File: src/rtl/refmon_pkg.sv
package refmon_pkg;

    localparam int PER_W  = 16;
    localparam int WIN_W  = 20;
    localparam int CYC_W  = 8;
    localparam int MULT_W = 14;
    localparam int TOL_W  = 16;
    localparam int DEV_W  = 48;

    typedef struct packed {
        logic [MULT_W-1:0] mult;
        logic [PER_W-1:0]  per_lo;
        logic [PER_W-1:0]  per_hi;
        logic [WIN_W-1:0]  win_lo;
        logic [WIN_W-1:0]  win_hi;
        logic [CYC_W-1:0]  win_cyc_m1;
        logic              div4;
        logic [TOL_W-1:0]  acc_tol;
        logic [TOL_W-1:0]  rej_tol;
    } refmon_cfg_t;

    typedef struct packed {
        logic per_fail;
        logic win_fail;
        logic prec_fail;
    } refmon_flags_t;

    function automatic logic [DEV_W-1:0] abs_gap(input logic [DEV_W-1:0] a,
                                                 input logic [DEV_W-1:0] b);
        return (a > b) ? (a - b) : (b - a);
    endfunction

endpackage

File: src/rtl/refmon_edge.sv
module refmon_edge (
    input  logic clk,
    input  logic rst,
    input  logic ref_async,
    input  logic div4,
    output logic rise,
    output logic freq_tick
);
    logic [2:0] sh;
    logic [1:0] quarter;

    always_ff @(posedge clk) begin
        if (rst) begin
            sh      <= '0;
            quarter <= '0;
        end else begin
            sh <= {sh[1:0], ref_async};
            if (rise) quarter <= quarter + 2'd1;
        end
    end

    always_comb begin
        rise      = sh[1] & ~sh[2];
        freq_tick = div4 ? (rise && (quarter == 2'd3)) : rise;
    end
endmodule

File: src/rtl/refmon_span.sv
// Counts master clocks across CYC_M1+1 tick intervals and judges the total
// against a low/high band; an over-long interval fails before it closes.
module refmon_span #(
    parameter int CNT_W = 16,
    parameter int CYC_W = 8
) (
    input  logic             clk,
    input  logic             rst,
    input  logic             tick,
    input  logic [CYC_W-1:0] cyc_m1,
    input  logic [CNT_W-1:0] lim_lo,
    input  logic [CNT_W-1:0] lim_hi,
    output logic             fail,
    output logic             evt
);
    logic             armed;
    logic [CNT_W-1:0] cnt;
    logic [CNT_W-1:0] cnt_inc;
    logic [CYC_W-1:0] ecnt;
    logic             at_end;
    logic             bad_len;
    logic             overrun;

    always_comb begin
        cnt_inc = (&cnt) ? cnt : cnt + 1'b1;
        at_end  = tick && armed && (ecnt == cyc_m1);
        bad_len = (cnt < lim_lo) || (cnt > lim_hi);
        overrun = armed && (cnt > lim_hi);
        evt     = (at_end && bad_len) || overrun;
    end

    always_ff @(posedge clk) begin
        if (rst) begin
            armed <= 1'b0;
            cnt   <= '0;
            ecnt  <= '0;
            fail  <= 1'b0;
        end else begin
            if (tick) begin
                armed <= 1'b1;
                if (!armed || at_end) begin
                    cnt  <= {{(CNT_W-1){1'b0}}, 1'b1};
                    ecnt <= '0;
                end else begin
                    cnt  <= cnt_inc;
                    ecnt <= ecnt + 1'b1;
                end
            end else if (armed) begin
                cnt <= cnt_inc;
            end

            if (at_end)       fail <= bad_len;
            else if (overrun) fail <= 1'b1;
        end
    end
endmodule

File: src/rtl/refmon_precise.sv
module refmon_precise
    import refmon_pkg::*;
#(
    parameter int WIN   = 1024,
    parameter int UNITS = 16,
    parameter int WC_W  = 10,
    parameter int EXP_W = 20
) (
    input  logic              clk,
    input  logic              rst,
    input  logic              tick,
    input  logic              restart,
    input  logic [MULT_W-1:0] mult,
    input  logic              div4,
    input  logic [TOL_W-1:0]  acc_tol,
    input  logic [TOL_W-1:0]  rej_tol,
    output logic              fail,
    output logic              win_end
);
    logic [WC_W-1:0]  wcnt;
    logic [EXP_W-1:0] ecount;
    logic [EXP_W-1:0] count_now;
    logic [EXP_W-1:0] expect_full;
    logic [EXP_W-1:0] expect_cnt;
    logic [DEV_W-1:0] dev;
    logic             too_far;
    logic             close_in;

    always_comb begin
        win_end     = (wcnt == WC_W'(WIN - 1)) && !restart;
        count_now   = (&ecount) ? ecount : ecount + EXP_W'(tick);
        expect_full = EXP_W'(mult) * EXP_W'(UNITS);
        expect_cnt  = div4 ? (expect_full >> 2) : expect_full;
        dev         = abs_gap(DEV_W'(count_now), DEV_W'(expect_cnt));
        too_far     = dev >  DEV_W'(rej_tol);
        close_in    = dev <= DEV_W'(acc_tol);
    end

    always_ff @(posedge clk) begin
        if (rst) begin
            wcnt   <= '0;
            ecount <= '0;
            fail   <= 1'b1;
        end else begin
            if (restart || win_end) begin
                wcnt   <= '0;
                ecount <= '0;
            end else begin
                wcnt   <= wcnt + 1'b1;
                ecount <= count_now;
            end
            if (win_end) fail <= fail ? !close_in : too_far;
        end
    end
endmodule

File: src/rtl/refclk_monitor.sv
module refclk_monitor
    import refmon_pkg::*;
#(
    parameter int CLK_PER_8K = 2500,
    parameter int PFM_UNITS  = 80000
) (
    input  logic              clk,
    input  logic              rst,
    input  logic              ref_in,
    input  logic [MULT_W-1:0] cfg_mult,
    input  logic [PER_W-1:0]  cfg_per_lo,
    input  logic [PER_W-1:0]  cfg_per_hi,
    input  logic [WIN_W-1:0]  cfg_win_lo,
    input  logic [WIN_W-1:0]  cfg_win_hi,
    input  logic [CYC_W-1:0]  cfg_win_cycles_m1,
    input  logic              cfg_div4,
    input  logic [TOL_W-1:0]  cfg_acc_tol,
    input  logic [TOL_W-1:0]  cfg_rej_tol,
    output logic              per_fail,
    output logic              win_fail,
    output logic              prec_fail
);
    localparam int PREC_WIN = CLK_PER_8K * PFM_UNITS;
    localparam int WC_W     = $clog2(PREC_WIN);
    localparam int EXP_W    = $clog2(((1 << MULT_W) - 1) * PFM_UNITS + 1) + 1;

    refmon_cfg_t   cfg;
    refmon_flags_t flags;
    logic          ref_rise;
    logic          freq_tick;
    logic          per_evt;
    logic          win_evt;
    logic          prec_end;
    logic          restart;

    always_comb begin
        cfg.mult       = cfg_mult;
        cfg.per_lo     = cfg_per_lo;
        cfg.per_hi     = cfg_per_hi;
        cfg.win_lo     = cfg_win_lo;
        cfg.win_hi     = cfg_win_hi;
        cfg.win_cyc_m1 = cfg_win_cycles_m1;
        cfg.div4       = cfg_div4;
        cfg.acc_tol    = cfg_acc_tol;
        cfg.rej_tol    = cfg_rej_tol;
        restart        = per_evt || win_evt;
    end

    refmon_edge u_edge (
        .clk       (clk),
        .rst       (rst),
        .ref_async (ref_in),
        .div4      (cfg.div4),
        .rise      (ref_rise),
        .freq_tick (freq_tick)
    );

    refmon_span #(.CNT_W(PER_W), .CYC_W(CYC_W)) u_period (
        .clk    (clk),
        .rst    (rst),
        .tick   (ref_rise),
        .cyc_m1 ('0),
        .lim_lo (cfg.per_lo),
        .lim_hi (cfg.per_hi),
        .fail   (flags.per_fail),
        .evt    (per_evt)
    );

    refmon_span #(.CNT_W(WIN_W), .CYC_W(CYC_W)) u_coarse (
        .clk    (clk),
        .rst    (rst),
        .tick   (freq_tick),
        .cyc_m1 (cfg.win_cyc_m1),
        .lim_lo (cfg.win_lo),
        .lim_hi (cfg.win_hi),
        .fail   (flags.win_fail),
        .evt    (win_evt)
    );

    refmon_precise #(
        .WIN   (PREC_WIN),
        .UNITS (PFM_UNITS),
        .WC_W  (WC_W),
        .EXP_W (EXP_W)
    ) u_precise (
        .clk     (clk),
        .rst     (rst),
        .tick    (freq_tick),
        .restart (restart),
        .mult    (cfg.mult),
        .div4    (cfg.div4),
        .acc_tol (cfg.acc_tol),
        .rej_tol (cfg.rej_tol),
        .fail    (flags.prec_fail),
        .win_end (prec_end)
    );

    always_comb begin
        per_fail  = flags.per_fail;
        win_fail  = flags.win_fail;
        prec_fail = flags.prec_fail;
    end
endmodule

File: config.mk
export PLATFORM = sky130hd
export DESIGN_NAME = refclk_monitor
export DESIGN_NICKNAME = d
export VERILOG_FILES = /design/src/rtl/refmon_pkg.sv /design/src/rtl/refmon_edge.sv /design/src/rtl/refmon_span.sv /design/src/rtl/refmon_precise.sv /design/src/rtl/refclk_monitor.sv
export SDC_FILE = /design/constraint.sdc
export NUM_CORES = 1
export LEC_CHECK = 0
export ABC_AREA = 1
export BUFFER_PORTS_ARGS = -buffer_cell sky130_fd_sc_hd__buf_2
export CORE_MARGIN = 1.5
export CORE_UTILIZATION = 25
export CTS_BUF_LIST = sky130_fd_sc_hd__clkbuf_4
export CTS_CLUSTER_SIZE = 20
export DETAILED_ROUTE_END_ITERATION = 8
export GPL_ROUTABILITY_DRIVEN = 0
export SLEW_MARGIN = 20
export SYNTH_ARGS = -nofsm -noshare
export SYNTH_HDL_FRONTEND = slang
export SYNTH_SLANG_ARGS = --single-unit
File: constraint.sdc
create_clock -name clk -period 12.5 [get_ports clk]
set_input_delay 1.875 -clock clk [delete_from_list [all_inputs] [get_ports clk]]
set_output_delay 1.875 -clock clk [all_outputs]
set_load 0.01 [all_outputs]
### Word level (Yosys, flattened, before mapping)

Index checks and enable logic that the tools add are counted.

* register bits: 122
* output and inout port bits: 3

* add/sub/neg operators: 9
* $mul: 1
* magnitude comparators: 7
* equal/unequal tests: 3
* muxes and demuxes: 19
* bitwise logic cells: 2
* reduce and logical (&&, ||, !) cells: 31

Operators by type and width (number)
* 2-to-1 mux 20 bit: 4
* subtractor 32 x 32 -> 33 bit: 2
* 2-to-1 mux 16 bit: 4
* greater-than comparator 48 x 16 -> 1 bit: 1
* <= comparator 48 x 16 -> 1 bit: 1
* 2-to-1 mux 48 bit: 1
* adder 32 x 1 -> 32 bit: 1
* greater-than comparator 32 bit: 1
* 2-to-1 mux 32 bit: 1
* AND reduction 32 bit: 1
* 2-to-1 mux 31 bit: 1
* adder 28 x 1 -> 28 bit (second input constant): 1
* == test 28 bit (second input constant): 1
* multiplier 14 x 10 -> 24 bit (second input constant): 1
* adder 20 x 1 -> 20 bit (second input constant): 1
* greater-than comparator 20 bit: 1
* < comparator 20 bit: 1
* AND reduction 20 bit: 1
* adder 16 x 1 -> 16 bit (second input constant): 1
* adder 8 x 1 -> 8 bit (second input constant): 2
* greater-than comparator 16 bit: 1
* < comparator 16 bit: 1
* 2-to-1 mux 8 bit: 2
* AND reduction 16 bit: 1
* other kinds (12): 39

### Logic depth before layout (Yosys ltp)

* depth in word-level cells: 13
* depth in mapped cells: 57

### Cells and area by module

Synthesis repeated with hierarchy kept, for this count alone.

* cells, all modules: 2468
* area total of the unflattened synthesis: 15677.5 um2

By module, submodules not included
* refmon_precise: times used 1, cells each 1631, area an instance 10218.6 um2
* refmon_span at u_coarse: times used 1, cells each 450, area an instance 2891.5 um2
* refmon_span at u_period: times used 1, cells each 357, area an instance 2351.0 um2
* refmon_edge: times used 1, cells each 26, area an instance 201.4 um2
* refclk_monitor: times used 1, cells each 4, area an instance 15.0 um2

### Worst setup path after synthesis

No wires, ideal clock.

* path kind: input-to-reg
* start: in cfg_mult[4]
* end: reg u_precise.fail
* setup time: 115 ps
* arrival time: 8954 ps
* data required time: 12385 ps
* setup slack: 3431 ps
* stages on the path: 53
* cells stage by stage: inv_1 fa_1 inv_1 ha_1 inv_1 fa_1 inv_1 ha_1 inv_1 fa_1 inv_1 ha_1 inv_1 o21ai_1 nand3_1 o21ai_1 nand2_1 o21bai_1 (+17 left out) xor2_1 inv_1 ha_1 nand2_1 nor2_1 a21boi_0 o21ai_0 nand3_1 nand3_1 nand2_1 inv_1 nand3_1 nor2_1 nand3_1 nor2_1 nand2_1 nand2_1 nand2_1

* word-level cells in the longest chain between the ends: 7
* elaborated cells between the ends (all ways): 10
* classes of those cells: add/sub (2); mul (1); order compare (3); mux (3); reduce/logical (1)

RTL lines
* start: declaration: RTL line refclk_monitor.sv:10 `input logic [MULT_W-1:0] cfg_mult,`
* multiplier 14 x 10 -> 24 bit (*): RTL line refmon_precise.sv:32 `expect_full = EXP_W'(mult) * EXP_W'(UNITS);`
* 2-to-1 mux 31 bit (*): RTL line refmon_precise.sv:33 `expect_cnt = div4 ? (expect_full >> 2) : expect_full;`
* subtractor 32 x 32 -> 33 bit or greater-than comparator 32 bit (tied branches): RTL line refmon_pkg.sv:30 `return (a > b) ? (a - b) : (b - a);`
* 2-to-1 mux 48 bit (*): RTL line refmon_pkg.sv:30
* <= comparator 48 x 16 -> 1 bit: RTL line refmon_precise.sv:36 `close_in = dev <= DEV_W'(acc_tol);`
* zero test 1 bit: RTL line refmon_precise.sv:52 `if (win_end) fail <= fail ? !close_in : too_far;`
* 2-to-1 mux 1 bit (*): RTL line refmon_precise.sv:52
* end signal: assignment: RTL line refmon_precise.sv:52
* end: declaration: RTL line refmon_precise.sv:17 `output logic fail,`

Every way passes the cells marked *; elsewhere a longest branch is shown, timed or not.
A chain may end at the register's enable or synchronous reset.

### Worst setup path after layout

Ends and elaborated chain as after synthesis.

==> results.sh <==
export IMPL_die_h_microns=246.7
export IMPL_startpoint="cfg_mult[4]"
export IMPL_cp_slowest_cell="o21ai_4"
export IMPL_wl_microns=42360
export IMPL_synthFlopType="dfxtp_1"
export IMPL_rr_worst_depth=41
export IMPL_drive_gt1_share_pct=9.193
export IMPL_critPathKind="in2reg"
export IMPL_path_common_cell="inv_1"
export IMPL_numCtsBuffers=17
export IMPL_syn_inst=2271
export IMPL_cp_arrival_ps=10170
export IMPL_drt_initial_drc_count=1007
export IMPL_cpPeakStageDelay_ps=670
export IMPL_fill_cells=6575
export IMPL_io_pins=133
export IMPL_ys_seq_elements=122
export IMPL_synth_cell_types=59
export IMPL_cts_root_buf="clkbuf_4"
export IMPL_grt_ovfl_total=0
export IMPL_ir_drop_mv=0.1300
export IMPL_area_growth_pct=12.53
export IMPL_p_per_area_mw_per_mm2=163.7
export IMPL_drt_first_pass_iters=5
export IMPL_avgViaCountPerCell=4.597
export IMPL_seq_area_frac_synth_pct=16.44
export IMPL_drc=0
export IMPL_grt_max_degree=61
export IMPL_crit_fanout=28
export IMPL_fin_crit_ps=9675
export IMPL_finalHoldViolations=0
export IMPL_grt_pass1_wl_microns=68940
export IMPL_clk_pin_slew_ps=130
export IMPL_r2r_start="u_edge.sh[1]$_SDFF_PP0_"
export IMPL_async_reset_ff_share_pct=0
export IMPL_setup_viol=0
export IMPL_hold_path_class="reg2reg"
export IMPL_yosys_warnings=0
export IMPL_status="complete, no violations"
export IMPL_timing_max_cap_violations=0
export IMPL_synth_avg_cell_area_sq_um=6.540
export IMPL_dp_hpwl_microns=36100
export IMPL_seq_area_sq_mm=0.002442
export IMPL_worst_pin_slew_ps=828.3
export IMPL_clk_latency_ps=620
export IMPL_cts_max_level=4
export IMPL_hold_buffers=0
export IMPL_cts_sinks=122
export IMPL_timing_rr_end="u_precise.fail$_SDFFE_PP1P_"
export IMPL_critPathLaunchType="primary input"
export IMPL_syn_nets=2658
export IMPL_fin_skew_ps=36.82
export IMPL_rrSetupSlack_ps=5400
export IMPL_multiInputGateArea_sq_mm=0.01051
export IMPL_numPortBuffers=132
export IMPL_antenna_found_initial=1
export IMPL_syn_area_sq_mm=0.01485
export IMPL_tns_ps=0
export IMPL_first_global_vias=13870
export IMPL_ant_nets=0
export IMPL_fin_crit_sh_pct=77.40
export IMPL_critical_path_required_ps=12990
export IMPL_clk_path_buf_depth=2
export IMPL_relSlewSlack_pct=44.27
export IMPL_post_cts_buffers=0
export IMPL_fin_util_pct=28.37
export IMPL_fmax_mhz=103.4
export IMPL_fin_nets=2789
export IMPL_cts_tree="built"
export IMPL_die_area_sq_mm=0.06088
export IMPL_grt_use_total_pct=13.99
export IMPL_rsz0062_at_grt="no"
export IMPL_post_drt_wl_per_cell_microns=13.28
export IMPL_die_width_microns=246.7
export IMPL_postCtsResizedCells=0
export IMPL_end_kind="flip-flop"
export IMPL_rows=89
export IMPL_core_sq_mm=0.05891
export IMPL_p_leak_nw=8.322
export IMPL_synth_edf_count=0
export IMPL_crit_end="u_precise.fail$_SDFFE_PP1P_"
export IMPL_vias=14660
export IMPL_final_max_slew_viol_count=0
export IMPL_initial_core_util_pct=25.21
-- worst min-delay path by stage --
stage	slack [ps]	from	endpoint	depth (start not counted)
after global placement	410	u_edge.sh[0]$_SDFF_PP0_	u_edge.sh[1]$_SDFF_PP0_	2
after floorplan	390	u_edge.sh[0]$_SDFF_PP0_	u_edge.sh[1]$_SDFF_PP0_	2
after global routing	460	u_edge.sh[0]$_SDFF_PP0_	u_edge.sh[1]$_SDFF_PP0_	2
final	430	u_edge.sh[0]$_SDFF_PP0_	u_edge.sh[1]$_SDFF_PP0_	2
after detailed placement	410	u_edge.sh[0]$_SDFF_PP0_	u_edge.sh[1]$_SDFF_PP0_	2
after CTS	430	u_edge.sh[0]$_SDFF_PP0_	u_edge.sh[1]$_SDFF_PP0_	2
-- cell usage in the layout (no fill, tap or decap), drive strengths merged, types with 9 or more instances in the layout --
master,synthesis,layout
nor2,277,277
fa,30,30
inv,474,483
clkbuf,13,17
nand2,404,404
a31oi,9,9
a21oi,167,167
xor2,61,61
ha,227,227
o21a,12,12
o21bai,10,10
nand3,119,119
a211oi,10,10
buf,9,134
xnor2,24,24
nand4,52,52
dfxtp,122,122
o21ai,107,107
nor3,46,46
o211ai,11,11
nor3b,12,12
nor4,17,17
or2,11,11
-- kinds of logic (layout without fill, tap and decap cells) --
group                    Yosys count  in the layout  share of synthesized area, %
AND/OR/NAND/NOR                  947            947                         28.47
other                              0              1                             0
adder cells (fa/ha/maj)          257            257                         23.17
XOR/XNOR                          85             85                         5.139
AO/OA/AOI/OAI                    362            362                         13.98
buffers and inverters            498            642                         12.80
flip-flops                       122            122                         16.44
-- Yosys cell counts (2+ instances only) --
library cell	number	share of area, %
nor4_1	17	0.72
nand4_1	50	2.1
clkinv_1	2	0.051
inv_2	3	0.076
a221oi_1	5	0.29
dfxtp_1	122	16
a21oi_1	167	5.6
xnor2_1	24	1.4
inv_1	471	12
a21boi_0	7	0.35
buf_6	3	0.23
and3_1	2	0.084
nor3b_1	11	0.56
nand2_1	395	10
or2_2	10	0.42
nor2_4	7	0.53
o21ai_0	95	3.2
nor3_2	2	0.13
o21ai_4	2	0.22
clkbuf_1	13	0.33
o21a_1	12	0.61
a211oi_1	10	0.51
o221ai_1	5	0.29
nand2_2	8	0.34
xor2_1	60	3.5
a2111oi_0	3	0.18
nand3_4	2	0.24
buf_2	5	0.17
o22ai_1	2	0.084
ha_1	227	19
o21ai_1	10	0.34
nor2_1	259	6.5
nor2_2	10	0.42
nor3_1	44	1.5
o31ai_1	3	0.15
a31oi_1	8	0.34
a21o_1	7	0.35
nand3b_1	5	0.25
o21bai_1	10	0.51
nand3_1	116	3.9
o211ai_1	10	0.51
fa_1	30	4.0
-- stage by stage --
stage          setup slack, ps  power [mW]  instances  hold slack [ps]  area [sq um]
5_1_grt                   2115       3.012       3189            461.6         16710
2_1_floorplan             3431       1.851       2271            388.3         14850
3_3_place_gp              2408       2.363       3156            408.6         16380
6_report                  2825       2.737       3189            431.2         16710
4_1_cts                   2898       2.709       3188            430.9         16710
3_5_place_dp              2236       2.353       3156            412.4         16380
-- critical path, delay by kind of cell --
| family | cells | cell delay [ps] |
|---|---|---|
| buffers and inverters | 11 | 750 |
| AOI/OAI and AO/OA | 9 | 1870 |
| and+or+nand+nor | 22 | 2310 |
| xor gates and xnor gates | 1 | 170 |
| adders and majority gates | 8 | 3140 |
-- registers in the layout (all words and copies together), names as in the netlist, 2 cells and up --
register          count
u_edge.sh             3
u_coarse.ecnt         8
u_period.ecnt         8
u_coarse.cnt         20
u_edge.quarter        2
u_precise.wcnt       28
u_period.cnt         16
u_precise.ecount     32
-- routing by layer --
metal	up-vias	track usage (%)	part of all wire, %
met5	-	0	0
met4	0	5.326	2.8
met3	68	1.693	5.0
met2	384	22.56	43
met1	6583	18.96	49
li1	7625	-	-
-- report_power, final --
group / switching, mW / internal [mW]
clock: 0.188 / 0.147
sequential: 0.00358 / 0.393
combinational: 1.32 / 0.683
total: 1.51 / 1.22
-- cell type report --
| type | instances | area share [%] |
|---|---|---|
| clock buffers | 17 | 0.7636 |
| well taps | 773 | 5.787 |
| inverters | 476 | 10.69 |
| flip-flops and latches | 122 | 14.61 |
| diodes | 1 | 0.01497 |
| multi-input cells | 1651 | 62.88 |
| repair buffers | 134 | 4.043 |
| clock inverters | 15 | 1.213 |
No activity file was read; power rests on OpenSTA's default activity.
